File: src/rtl/half_fetch_pkg.sv
package half_fetch_pkg;
  localparam int ADDR_W = 32;
  typedef logic [ADDR_W-1:0] addr_t;

  // Clear the byte offset within a half.
  function automatic addr_t half_base(addr_t pc, int off_w);
    addr_t keep;
    keep = '1;
    keep = keep << off_w;
    return pc & keep;
  endfunction

  // Start of the aligned half that follows the one containing pc.
  function automatic addr_t next_half(addr_t pc, int off_w);
    return half_base(pc, off_w) + (addr_t'(1) << off_w);
  endfunction
endpackage

File: src/rtl/fetch_pc_gen.sv
module fetch_pc_gen
  import half_fetch_pkg::*;
#(
  parameter int    OFF_W    = 3,
  parameter addr_t RESET_PC = 32'h0000_0100
) (
  input  logic  clk,
  input  logic  rst_n,
  input  logic  stall,
  input  logic  redirect_valid,
  input  addr_t redirect_pc,
  input  logic  br_taken,
  input  addr_t br_target,
  output addr_t fetch_pc,
  output addr_t seq_pc
);
  assign seq_pc = next_half(fetch_pc, OFF_W);

  always_ff @(posedge clk) begin
    if (!rst_n) begin
      fetch_pc <= RESET_PC;
    end else if (redirect_valid) begin
      fetch_pc <= redirect_pc;
    end else if (!stall) begin
      fetch_pc <= br_taken ? br_target : seq_pc;
    end
  end
endmodule

File: src/rtl/fetch_slot_mask.sv
module fetch_slot_mask #(
  parameter int SLOTS  = 2,
  parameter int SLOT_W = 1
) (
  input  logic [SLOT_W-1:0] start_slot,
  input  logic              br_taken,
  input  logic [SLOT_W-1:0] br_slot,
  output logic [SLOTS-1:0]  live
);
  for (genvar i = 0; i < SLOTS; i++) begin : g_slot
    logic at_or_after_pc;
    logic before_branch;
    assign at_or_after_pc = SLOT_W'(i) >= start_slot;
    assign before_branch  = !br_taken || (SLOT_W'(i) <= br_slot);
    assign live[i]        = at_or_after_pc && before_branch;
  end
endmodule

File: src/rtl/fetch_stage_regs.sv
module fetch_stage_regs
  import half_fetch_pkg::*;
#(
  parameter int SLOTS  = 2,
  parameter int INSN_W = 32
) (
  input  logic                    clk,
  input  logic                    rst_n,
  input  logic                    stall,
  input  logic                    flush,
  input  addr_t                   req_base,
  input  logic [SLOTS-1:0]        req_live,
  input  logic [SLOTS*INSN_W-1:0] rsp_data,
  output logic [SLOTS-1:0]        out_valid,
  output addr_t                   out_pc,
  output logic [SLOTS*INSN_W-1:0] out_insn
);
  addr_t            inflight_base;
  logic [SLOTS-1:0] inflight_live;

  always_ff @(posedge clk) begin
    if (!rst_n) begin
      inflight_base <= '0;
      inflight_live <= '0;
      out_valid     <= '0;
      out_pc        <= '0;
      out_insn      <= '0;
    end else if (flush) begin
      inflight_live <= '0;
      out_valid     <= '0;
    end else if (!stall) begin
      inflight_base <= req_base;
      inflight_live <= req_live;
      out_valid     <= inflight_live;
      out_pc        <= inflight_base;
      out_insn      <= rsp_data;
    end
  end
endmodule

File: src/rtl/half_fetch_unit.sv
module half_fetch_unit
  import half_fetch_pkg::*;
#(
  parameter int    INSN_BYTES = 4,
  parameter int    SLOTS      = 2,
  parameter int    INSN_W     = 32,
  parameter addr_t RESET_PC   = 32'h0000_0100,
  localparam int   IB_W       = $clog2(INSN_BYTES),
  localparam int   SLOT_W     = $clog2(SLOTS),
  localparam int   OFF_W      = IB_W + SLOT_W,
  localparam int   BLK_W      = ADDR_W - OFF_W - 1
) (
  input  logic                    clk,
  input  logic                    rst_n,
  input  logic                    stall,
  input  logic                    redirect_valid,
  input  logic [ADDR_W-1:0]       redirect_pc,
  input  logic                    br_taken,
  input  logic [SLOT_W-1:0]       br_slot,
  input  logic [ADDR_W-1:0]       br_target,
  output logic                    mem_en,
  output logic [BLK_W-1:0]        mem_block,
  output logic                    mem_upper,
  input  logic [SLOTS*INSN_W-1:0] mem_rdata,
  output logic [SLOTS-1:0]        out_valid,
  output logic [ADDR_W-1:0]       out_pc,
  output logic [SLOTS*INSN_W-1:0] out_insn
);
  addr_t            fetch_pc;
  addr_t            seq_pc;
  addr_t            req_half_addr;
  logic [SLOTS-1:0] req_live;
  logic             req_fire;

  fetch_pc_gen #(.OFF_W(OFF_W), .RESET_PC(RESET_PC)) u_pc (
    .clk(clk), .rst_n(rst_n), .stall(stall),
    .redirect_valid(redirect_valid), .redirect_pc(redirect_pc),
    .br_taken(br_taken), .br_target(br_target),
    .fetch_pc(fetch_pc), .seq_pc(seq_pc)
  );

  fetch_slot_mask #(.SLOTS(SLOTS), .SLOT_W(SLOT_W)) u_mask (
    .start_slot(fetch_pc[OFF_W-1:IB_W]), .br_taken(br_taken),
    .br_slot(br_slot), .live(req_live)
  );

  assign req_half_addr = half_base(fetch_pc, OFF_W);
  assign req_fire      = !stall;
  assign mem_en        = req_fire;
  assign mem_block     = req_half_addr[ADDR_W-1:OFF_W+1];
  assign mem_upper     = req_half_addr[OFF_W];

  fetch_stage_regs #(.SLOTS(SLOTS), .INSN_W(INSN_W)) u_stage (
    .clk(clk), .rst_n(rst_n), .stall(stall), .flush(redirect_valid),
    .req_base(req_half_addr), .req_live(req_live), .rsp_data(mem_rdata),
    .out_valid(out_valid), .out_pc(out_pc), .out_insn(out_insn)
  );
endmodule

File: config.mk
export PLATFORM = sky130hd
export DESIGN_NAME = half_fetch_unit
export DESIGN_NICKNAME = d
export VERILOG_FILES = /design/src/rtl/half_fetch_pkg.sv /design/src/rtl/fetch_pc_gen.sv /design/src/rtl/fetch_slot_mask.sv /design/src/rtl/fetch_stage_regs.sv /design/src/rtl/half_fetch_unit.sv
export SDC_FILE = /design/constraint.sdc
export NUM_CORES = 1
export LEC_CHECK = 0
export BUFFER_PORTS_ARGS = -buffer_cell sky130_fd_sc_hd__buf_4
export CAP_MARGIN = 20
export CORE_MARGIN = 2
export CORE_UTILIZATION = 49
export CTS_BUF_LIST = sky130_fd_sc_hd__clkbuf_16
export CTS_CLUSTER_DIAMETER = 60
export DETAILED_ROUTE_END_ITERATION = 10
export PLACE_DENSITY = 0.8
export SYNTH_ARGS = -nofsm -noshare
export SYNTH_HDL_FRONTEND = slang
export SYNTH_SLANG_ARGS = --single-unit
File: constraint.sdc
create_clock -name clk -period 2.4 [get_ports clk]
set_clock_uncertainty 0.15 [all_clocks]
set_input_delay 0.48 -clock clk [delete_from_list [all_inputs] [get_ports clk]]
set_output_delay 0.48 -clock clk [all_outputs]
set_load 0.01 [all_outputs]
==> results of run 1 <==
## registers in the layout (all words and copies together), names as in the netlist
signal and flops:
u_stage.out_valid 2, u_stage.out_insn 64, u_pc.fetch_pc 30, u_stage.inflight_live 2, u_stage.inflight_base 29, u_stage.out_pc 29
## per-stage QoR
step	hold slack [ns]	worst slack (ns)
2_1_floorplan	0.2912	0.4468
3_3_place_gp	0.2975	0.4275
3_5_place_dp	0.3055	0.3621
4_1_cts	0.1219	0.3233
5_1_grt	0.1311	0.2243
6_report	0.1283	0.3091
## worst paths after layout
path | cells after the start | end | slack (ns) | from
setup / recovery | 6 | u_pc.fetch_pc[20]$_SDFFE_PN0P_ | 0.31 | u_pc.fetch_pc[6]$_SDFFE_PN0P_
setup reg to reg | 6 | u_pc.fetch_pc[20]$_SDFFE_PN0P_ | 0.31 | u_pc.fetch_pc[6]$_SDFFE_PN0P_
hold / removal | 2 | u_pc.fetch_pc[5]$_SDFFE_PN0P_ | 0.13 | redirect_pc[5]
hold reg to reg | 2 | u_stage.out_pc[27]$_SDFFE_PN0P_ | 0.31 | u_stage.out_pc[27]$_SDFFE_PN0P_
## power by group
group | internal (mW) | total, mW | switching (mW)
combinational | 0.418 | 0.832 | 0.415
clock | 1.53 | 2.63 | 1.10
sequential | 2.70 | 2.79 | 0.0951
total | 4.65 | 6.26 | 1.61
## per-layer routing
| layer | vias to the layer above | wire (µm) | GRT usage, % |
|---|---|---|---|
| met5 | - | 0 | 0 |
| met4 | 0 | 424 | 9.411 |
| met3 | 31 | 1693 | 6.648 |
| met2 | 290 | 9690 | 42.25 |
| met1 | 3112 | 8986 | 37.98 |
| li1 | 3340 | - | - |
## kinds of logic (layout without fill, tap and decap cells)
logic type	count (synthesis)	after routing
buf+inv	79	322
flops	156	156
simple gates	369	369
other cells	1	3
mux	6	6
xor+xnor	13	13
compound gates	227	227
fa+ha+maj	1	1
## synth_stat cells (2+ instances only)
master / instances / area share, %
nand2_1: 289 / 16
dfxtp_1: 156 / 46
a21boi_0: 123 / 14
clkbuf_1: 46 / 2.5
o21ai_0: 36 / 2.6
buf_2: 21 / 1.5
nor2_1: 19 / 1.0
a21oi_1: 17 / 1.2
nand3_1: 13 / 0.95
nand4_1: 10 / 0.92
nor3_1: 9 / 0.66
o211ai_1: 8 / 0.88
and3_1: 7 / 0.64
inv_1: 7 / 0.38
xnor2_1: 7 / 0.90
a221o_1: 6 / 0.88
and2_1: 6 / 0.55
o22ai_1: 6 / 0.55
xor2_1: 6 / 0.77
and4_1: 5 / 0.64
mux2i_1: 5 / 0.73
a31o_2: 4 / 0.51
a31oi_1: 4 / 0.37
o21a_1: 4 / 0.44
a22oi_1: 3 / 0.33
buf_4: 3 / 0.33
nor4_1: 3 / 0.27
nor4_4: 3 / 0.93
o31ai_1: 3 / 0.33
a32oi_1: 2 / 0.26
buf_1: 2 / 0.11
o211a_1: 2 / 0.29
o21ai_1: 2 / 0.15
## cell type report
class	count	share of cell area, %
Sequential cell	156	32.85
Multi-Input combinational cell	619	35.72
Clock inverter	15	1.579
Tap cell	180	2.369
Inverter	7	0.2764
Clock buffer	17	4.474
Timing Repair Buffer	283	22.74
==> results.json, run 1 <==
{
  "status": "finished, final reports clean",
  "wl_um": 20790,
  "cts_setup_buffers": 0,
  "crit_family": "simple AND/OR/NAND/NOR gates",
  "drcViolationCount": 0,
  "drive_gt1_share_pct": 29.81,
  "synth_area_per_cell_um2": 8.017,
  "critPathBufInv": 1,
  "worst_pin_slew_ns": 0.6977,
  "worst-setup-path-type": "reg -> reg",
  "holdCritPathClass": "in -> reg",
  "rsz0062_at_grt": "false",
  "pin_count": 262,
  "ys_dominant_reg_cell": "dfxtp_1",
  "setup_viol": 0,
  "cts_resized": 0,
  "worstSkewPairLatency_ns": 0.42,
  "vias_per_cell": 5.304,
  "numCtsBuffers": 17,
  "yosys-mux-area-fraction_pct": 0.8976,
  "synth_top_family_by_area": "compound AO/OA/AOI/OAI gates",
  "worstPathArrival_ns": 2.26,
  "antenna_found_initial": 0,
  "grt_pass1_vias": 6071,
  "placed_cells": 1245,
  "ys_seq_elements": 156,
  "die_x_um": 122.1,
  "fmax_mhz": 478.3,
  "hold_viol": 0,
  "postPlaceCellArea_um2": 8932,
  "ys_types": 48,
  "wl_per_cell_um": 16.28,
  "ant_nets": 0,
  "dr.first_iter.drc_count": 690,
  "area_delta_synth_final_pct": 39.20,
  "fin_util_pct": 69.03,
  "initial_core_util_pct": 49.59,
  "nets": 1219,
  "fin_setup_tns_ns": 0,
  "ctsRootBufferMaster": "clkbuf_16",
  "rows": 43,
  "ctsLongestPathBuffers": 2,
  "cts_tree": "done",
  "relSlewSlack_pct": 53.48,
  "drtPass1Iterations": 7,
  "synth_warnings": 0,
  "multi_input_area_um2": 3396,
  "design_area_um2": 9508,
  "diodes": 0,
  "synth-adder-area-share_pct": 0.1832,
  "cp_cell_sequence": "nand4_4 > nor4_4 > buf_4 > nand2_1 > xnor2_1 > a32o_2",
  "slowest_delay_ns": 0.56,
  "synthesis.area_um2": 6830,
  "via_count": 6773,
  "fin_crit_sh_pct": 87.12,
  "leakage_nw": 4.006,
  "cts.sinks": 156,
  "stdcell_count": 1277,
  "synth_edf_count": 0,
  "synth_compound_area_share_pct": 23.30,
  "critPathLaunchType": "register",
  "cp_data_required_time_ns": 2.57,
  "core_um2": 13770,
  "synth-xor-area-share_pct": 1.667,
  "ir_worst_vdd_v": 0.0005093,
  "place_hpwl_um": 14570,
  "final_max_slew_viol_count": 0,
  "seqCellArea_um2": 3123,
  "final_common_cell": "nand2_1",
  "maxCapViolCount": 0,
  "grt.overflow.total": 0,
  "grt_use_total_pct": 27.55,
  "layout_common_cells": "288 x nand2_1, 280 x buf_4, 156 x dfxtp_1",
  "h-tree-depth": 4,
  "clkTransAtPathRegs_ns": 0.06,
  "postSynthCellCount": 852,
  "synth-simple-area-share_pct": 23.28,
  "critPathMaxFanout": 9,
  "pwr_density_cell_nw_per_um2": 658.2,
  "grt_max_degree": 125,
  "slowest_stage": "dfxtp_1",
  "async_reset_ff_share_pct": 0,
  "grt_pass1_wl_um": 32130,
  "die_y_um": 122.1,
  "gp_congestion": 0.8883,
  "total_power_mw": 6.258,
  "port-buffer-count": 254,
  "dieArea_um2": 14900,
  "fin_crit_ns": 2.091,
  "ctsHoldBuffers": 0,
  "end_kind": "register",
  "ys_seq_area_share_pct": 45.72,
  "fillers": 1169
}
Note: power is estimated with default switching activity, not from simulation.
==> run 2: changes to the inputs <==
CTS_CLUSTER_SIZE = 40   (was not set)
PLACE_DENSITY = 0.9   (was 0.8)
==> run 2 against run 1 <==
The run now ends with design-rule violations left. Register-to-register slack got worse by 0.095 ns. Core utilization is essentially flat. Hold slack better by 0.017 ns. Sequential share of layout area is essentially flat. Combinational power grew 2%. Power down 1.1%. Global-route usage decreased by 0.59 points. Critical path depth is 1 lower. Design area about the same. Wire length grew 0.41%. Flip-flop and latch count did not move. Via count barely moved. Largest cell class unchanged.
==> results.json, run 2 (same netlist as run 1, synthesis figures left out) <==
{
  "status": "complete, but fails checks",
  "violations": "design-rule violations",
  "nets": 1219,
  "fin_crit_ns": 2.186,
  "core_um2": 13770,
  "vias_per_cell": 5.307,
  "gp_congestion": 0.9004,
  "fin_crit_sh_pct": 91.10,
  "fin_setup_tns_ns": 0,
  "cts_tree": "done",
  "r2r_slack_ns": 0.21,
  "worstSkewPairLatency_ns": 0.42,
  "drtPass1Iterations": 9,
  "grt.overflow.total": 0,
  "critPathLaunchType": "register",
  "met1_length_um": 8911,
  "port-buffer-count": 254,
  "rr_endpoint": "u_pc.fetch_pc[20]$_SDFFE_PN0P_",
  "r2r-start": "u_pc.fetch_pc[7]$_SDFFE_PN0P_",
  "drive_gt1_share_pct": 29.54,
  "fin_util_pct": 69.08,
  "hp-start": "redirect_pc[5]",
  "critPathMaxFanout": 9,
  "final_common_cell": "nand2_1",
  "rsz0062_at_grt": "false",
  "maxCapViolCount": 0,
  "top_regs": "u_stage.out_insn: 64 flops, u_pc.fetch_pc: 30 flops",
  "grt_pass1_vias": 6004,
  "cts_setup_buffers": 0,
  "die_x_um": 122.1,
  "relSlewSlack_pct": 60.45,
  "grt_use_total_pct": 26.95,
  "grt_pass1_wl_um": 31220,
  "cts_resized": 0,
  "diodes": 0,
  "numCtsBuffers": 17,
  "clkTransAtPathRegs_ns": 0.06,
  "die_y_um": 122.1,
  "drcViolationCount": 1,
  "top_register": "u_stage.out_insn",
  "startpoint": "u_pc.fetch_pc[7]$_SDFFE_PN0P_",
  "antenna_found_initial": 0,
  "holdCritPathClass": "in -> reg",
  "dr_wl_met3_um": 1507,
  "grt_max_degree": 125,
  "worst_pin_slew_ns": 0.5932,
  "cts.sinks": 156,
  "initial_core_util_pct": 49.59,
  "final_max_slew_viol_count": 0,
  "wl_um": 20880,
  "pwr_density_cell_nw_per_um2": 650.6,
  "min_to": "u_pc.fetch_pc[5]$_SDFFE_PN0P_",
  "ff2ff_path_depth": 5,
  "area_delta_synth_final_pct": 39.29,
  "dr.first_iter.drc_count": 670,
  "fmax_mhz": 457.4,
  "setup_viol": 0,
  "pin_count": 262,
  "min_delay_path_depth": 2,
  "h-tree-depth": 4,
  "worst-setup-path-type": "reg -> reg",
  "end_kind": "register",
  "ctsHoldBuffers": 0,
  "ctsLongestPathBuffers": 2,
  "wl_per_cell_um": 16.35,
  "dr_wl_met2_um": 9825,
  "layout_common_cells": "288 x nand2_1, 278 x buf_4, 156 x dfxtp_1",
  "ctsRootBufferMaster": "clkbuf_16",
  "top_layer": "met4",
  "largest_register_ffs": 64,
  "leakage_nw": 4.000,
  "cp_data_required_time_ns": 2.56,
  "hold_viol": 0,
  "rows": 43,
  "worstPathArrival_ns": 2.35,
  "place_hpwl_um": 14600,
  "ir_worst_vdd_v": 0.0004791,
  "ant_nets": 0,
  "via_count": 6777,
  "dieArea_um2": 14900,
  "total_power_mw": 6.190
}
run 2: cell types whose count changed in the layout (fill, tap and decap cells not counted):
cell        previous run  this run
clkinv_1               1         4
clkinv_4               4         1
buf_12                 3         5
buf_4                280       278
clkinvlp_4             1         2
inv_8                  1         0
run 2: worst max-delay path, cell delays in order, from the launching register on:
cell and delay, ns:
dfxtp_1 0.52, nand4_4 0.27, nor4_4 0.58, nand2_1 0.14, xnor2_1 0.16, a32o_2 0.26
run 2: metrics by stage:
step | cell area, µm² | worst slack, ns | hold WS, ns | cells
finish | 9514 | 0.2137 | 0.1454 | 1277
global route | 9514 | 0.1092 | 0.1360 | 1277
CTS | 9514 | 0.2617 | 0.1305 | 1277
detailed placement | 8957 | 0.2851 | 0.3054 | 1245
global placement | 8957 | 0.2876 | 0.2980 | 1245
floorplan | 6838 | 0.4468 | 0.2912 | 854
run 2: worst max path at each step:
| stage | endpoint | slack, ns | depth (start not counted) |
|---|---|---|---|
| 2_1_floorplan | u_pc.fetch_pc[20]$_SDFFE_PN0P_ | 0.45 | 6 |
| 3_3_place_gp | u_pc.fetch_pc[20]$_SDFFE_PN0P_ | 0.29 | 5 |
| 3_5_place_dp | u_pc.fetch_pc[20]$_SDFFE_PN0P_ | 0.29 | 5 |
| 4_1_cts | u_pc.fetch_pc[20]$_SDFFE_PN0P_ | 0.26 | 5 |
| 5_1_grt | u_pc.fetch_pc[20]$_SDFFE_PN0P_ | 0.11 | 5 |
| 6_report | u_pc.fetch_pc[20]$_SDFFE_PN0P_ | 0.21 | 5 |
run 2: area by class of cell:
type | count | area [µm²]
multi-input combinational | 619 | 3396
clock buffer | 17 | 425.4
timing repair buffer | 283 | 2187
sequential | 156 | 3123
inverter | 7 | 26.28
fill | 1119 | 4259
clock inverter | 15 | 131.4
tap | 180 | 225.2
run 2: per-layer routing:
metal | track usage [%] | vias up
met3 | 5.431 | 50
met2 | 42.11 | 285
li1 | - | 3345
met1 | 36.40 | 3097
met5 | 0 | -
met4 | 11.14 | 0
run 2: power breakdown:
| part | total (mW) | switching (mW) | internal (mW) | leakage (nW) |
|---|---|---|---|---|
| registers | 2.79 | 0.0906 | 2.70 | 1.27 |
| clock network | 2.56 | 1.05 | 1.51 | 0.274 |
| logic | 0.845 | 0.423 | 0.423 | 2.45 |
| total | 6.19 | 1.56 | 4.63 | 4.00 |
==> run 3: changes to the inputs <==
clock period = 2.29 ns   (was 2.4 ns; I/O delays follow)
==> run 3 against run 2 <==
The flow now finishes without violations. Wire length increased by 0.32%. Hold slack got worse by 0.033 ns. Power up 4.2%. Die area unchanged. Sequential share of layout area about the same. Clock-buffer cell count unchanged. Non-clock buffer count did not move. First-iteration DRC count is 21% lower. Critical path type unchanged. Critical endpoint is now u_pc.fetch_pc[22]$_SDFFE_PN0P_. Highest routed layer unchanged.
==> results.json, run 3 (same netlist as run 1, synthesis figures left out) <==
{
  "status": "finished, final reports clean",
  "maxCapViolCount": 0,
  "fin_crit_ns": 2.084,
  "clkTransAtPathRegs_ns": 0.06,
  "h-tree-depth": 4,
  "design_area_um2": 9518,
  "via_count": 6805,
  "largest_register_ffs": 64,
  "fillers": 1158,
  "critPathMaxFanout": 8,
  "die_x_um": 122.1,
  "postPlaceCellArea_um2": 8982,
  "leakage_nw": 4.003,
  "cts.sinks": 156,
  "dr.first_iter.drc_count": 527,
  "core_um2": 13770,
  "drive_gt1_share_pct": 29.34,
  "grt_use_total_pct": 27.26,
  "holdCritPathClass": "in -> reg",
  "grt_pass1_wl_um": 31480,
  "pin_count": 262,
  "rows": 43,
  "fmax_mhz": 479.7,
  "gp_congestion": 0.9020,
  "wl_per_cell_um": 16.44,
  "placed_cells": 1245,
  "cts_tree": "done",
  "whs_ns": 0.1128,
  "worstSkewPairLatency_ns": 0.42,
  "wl_um": 20950,
  "fin_crit_sh_pct": 91.02,
  "grt.overflow.total": 0,
  "final_common_cell": "nand2_1",
  "fin_setup_tns_ns": 0,
  "initial_core_util_pct": 49.59,
  "antenna_found_initial": 0,
  "worst_pin_slew_ns": 0.5442,
  "hold_viol": 0,
  "cp_data_required_time_ns": 2.46,
  "critPathLaunchType": "register",
  "ant_nets": 0,
  "die_y_um": 122.1,
  "grt_max_degree": 125,
  "worstPathArrival_ns": 2.25,
  "drcViolationCount": 0,
  "stdcell_count": 1274,
  "top_regs": "u_stage.out_insn: 64 flops, u_pc.fetch_pc: 30 flops",
  "ir_worst_vdd_v": 0.0004624,
  "place_hpwl_um": 14640,
  "final_max_slew_viol_count": 0,
  "cts_resized": 0,
  "grt_pass1_vias": 6113,
  "drtPass1Iterations": 5,
  "ctsRootBufferMaster": "clkbuf_16",
  "setup_viol": 0,
  "numCtsBuffers": 17,
  "diodes": 0,
  "cts_setup_buffers": 0,
  "relSlewSlack_pct": 63.72,
  "layout_common_cells": "288 x nand2_1, 276 x buf_4, 156 x dfxtp_1",
  "end_kind": "register",
  "rsz0062_at_grt": "false",
  "pwr_density_cell_nw_per_um2": 677.9,
  "r2r_slack_ns": 0.21,
  "area_delta_synth_final_pct": 39.35,
  "ctsLongestPathBuffers": 2,
  "dieArea_um2": 14900,
  "vias_per_cell": 5.341,
  "port-buffer-count": 254,
  "ctsHoldBuffers": 0,
  "nets": 1219,
  "worst-setup-path-type": "reg -> reg",
  "top_register": "u_stage.out_insn"
}
-- run 3: stage by stage --
step / power, mW / utilization [%] / worst slack [ns]
after floorplan: 3.378 / - / 0.3368
after global placement: 3.837 / 65.22 / 0.3021
after detailed placement: 3.859 / 65.22 / 0.2625
after CTS: 6.463 / 69.10 / 0.2350
after global routing: 6.661 / 69.10 / 0.07567
final: 6.452 / 69.10 / 0.2055
-- run 3: path summary, 6_finish.rpt --
kind,from,end,cells after the start
max,u_pc.fetch_pc[7]$_SDFFE_PN0P_,u_pc.fetch_pc[22]$_SDFFE_PN0P_,6
min,redirect_pc[2],u_pc.fetch_pc[2]$_SDFFE_PN0P_,2
max reg2reg,u_pc.fetch_pc[7]$_SDFFE_PN0P_,u_pc.fetch_pc[22]$_SDFFE_PN0P_,6
min reg2reg,u_stage.out_pc[27]$_SDFFE_PN0P_,u_stage.out_pc[27]$_SDFFE_PN0P_,2
-- run 3: worst max-delay path: stages (launching register included) --
cell and delay, ns:
dfxtp_1 0.52, nand4_4 0.26, nor4_4 0.45, buf_4 0.21
a31o_2 0.14, a21oi_1 0.07, o21a_1 0.17
-- run 3: metal layers --
metal  share of wire (%)  up-vias  global-route usage (%)  wire (µm)
met5                   0        -                       0          0
met4                 3.0        0                   10.56        632
met3                 6.9       56                   5.384       1451
met2                  48      306                   43.16       9990
met1                  42     3106                   36.73       8871
li1                    -     3337                       -          -
-- run 3: cell type report --
class	instances	area [µm²]	share of cell area, %
inverters	7	26.28	0.2761
clock inverters	12	110.1	1.157
clock buffers	17	425.4	4.470
well taps	180	225.2	2.366
repair buffers	283	2212	23.24
flip-flops and latches	156	3123	32.81
multi-input cells	619	3396	35.68
-- run 3: power by group --
group / switching (mW) / internal, mW / total, mW
logic: 0.439 / 0.445 / 0.884
clock network: 1.08 / 1.56 / 2.64
registers: 0.101 / 2.83 / 2.93
total: 1.62 / 4.83 / 6.45
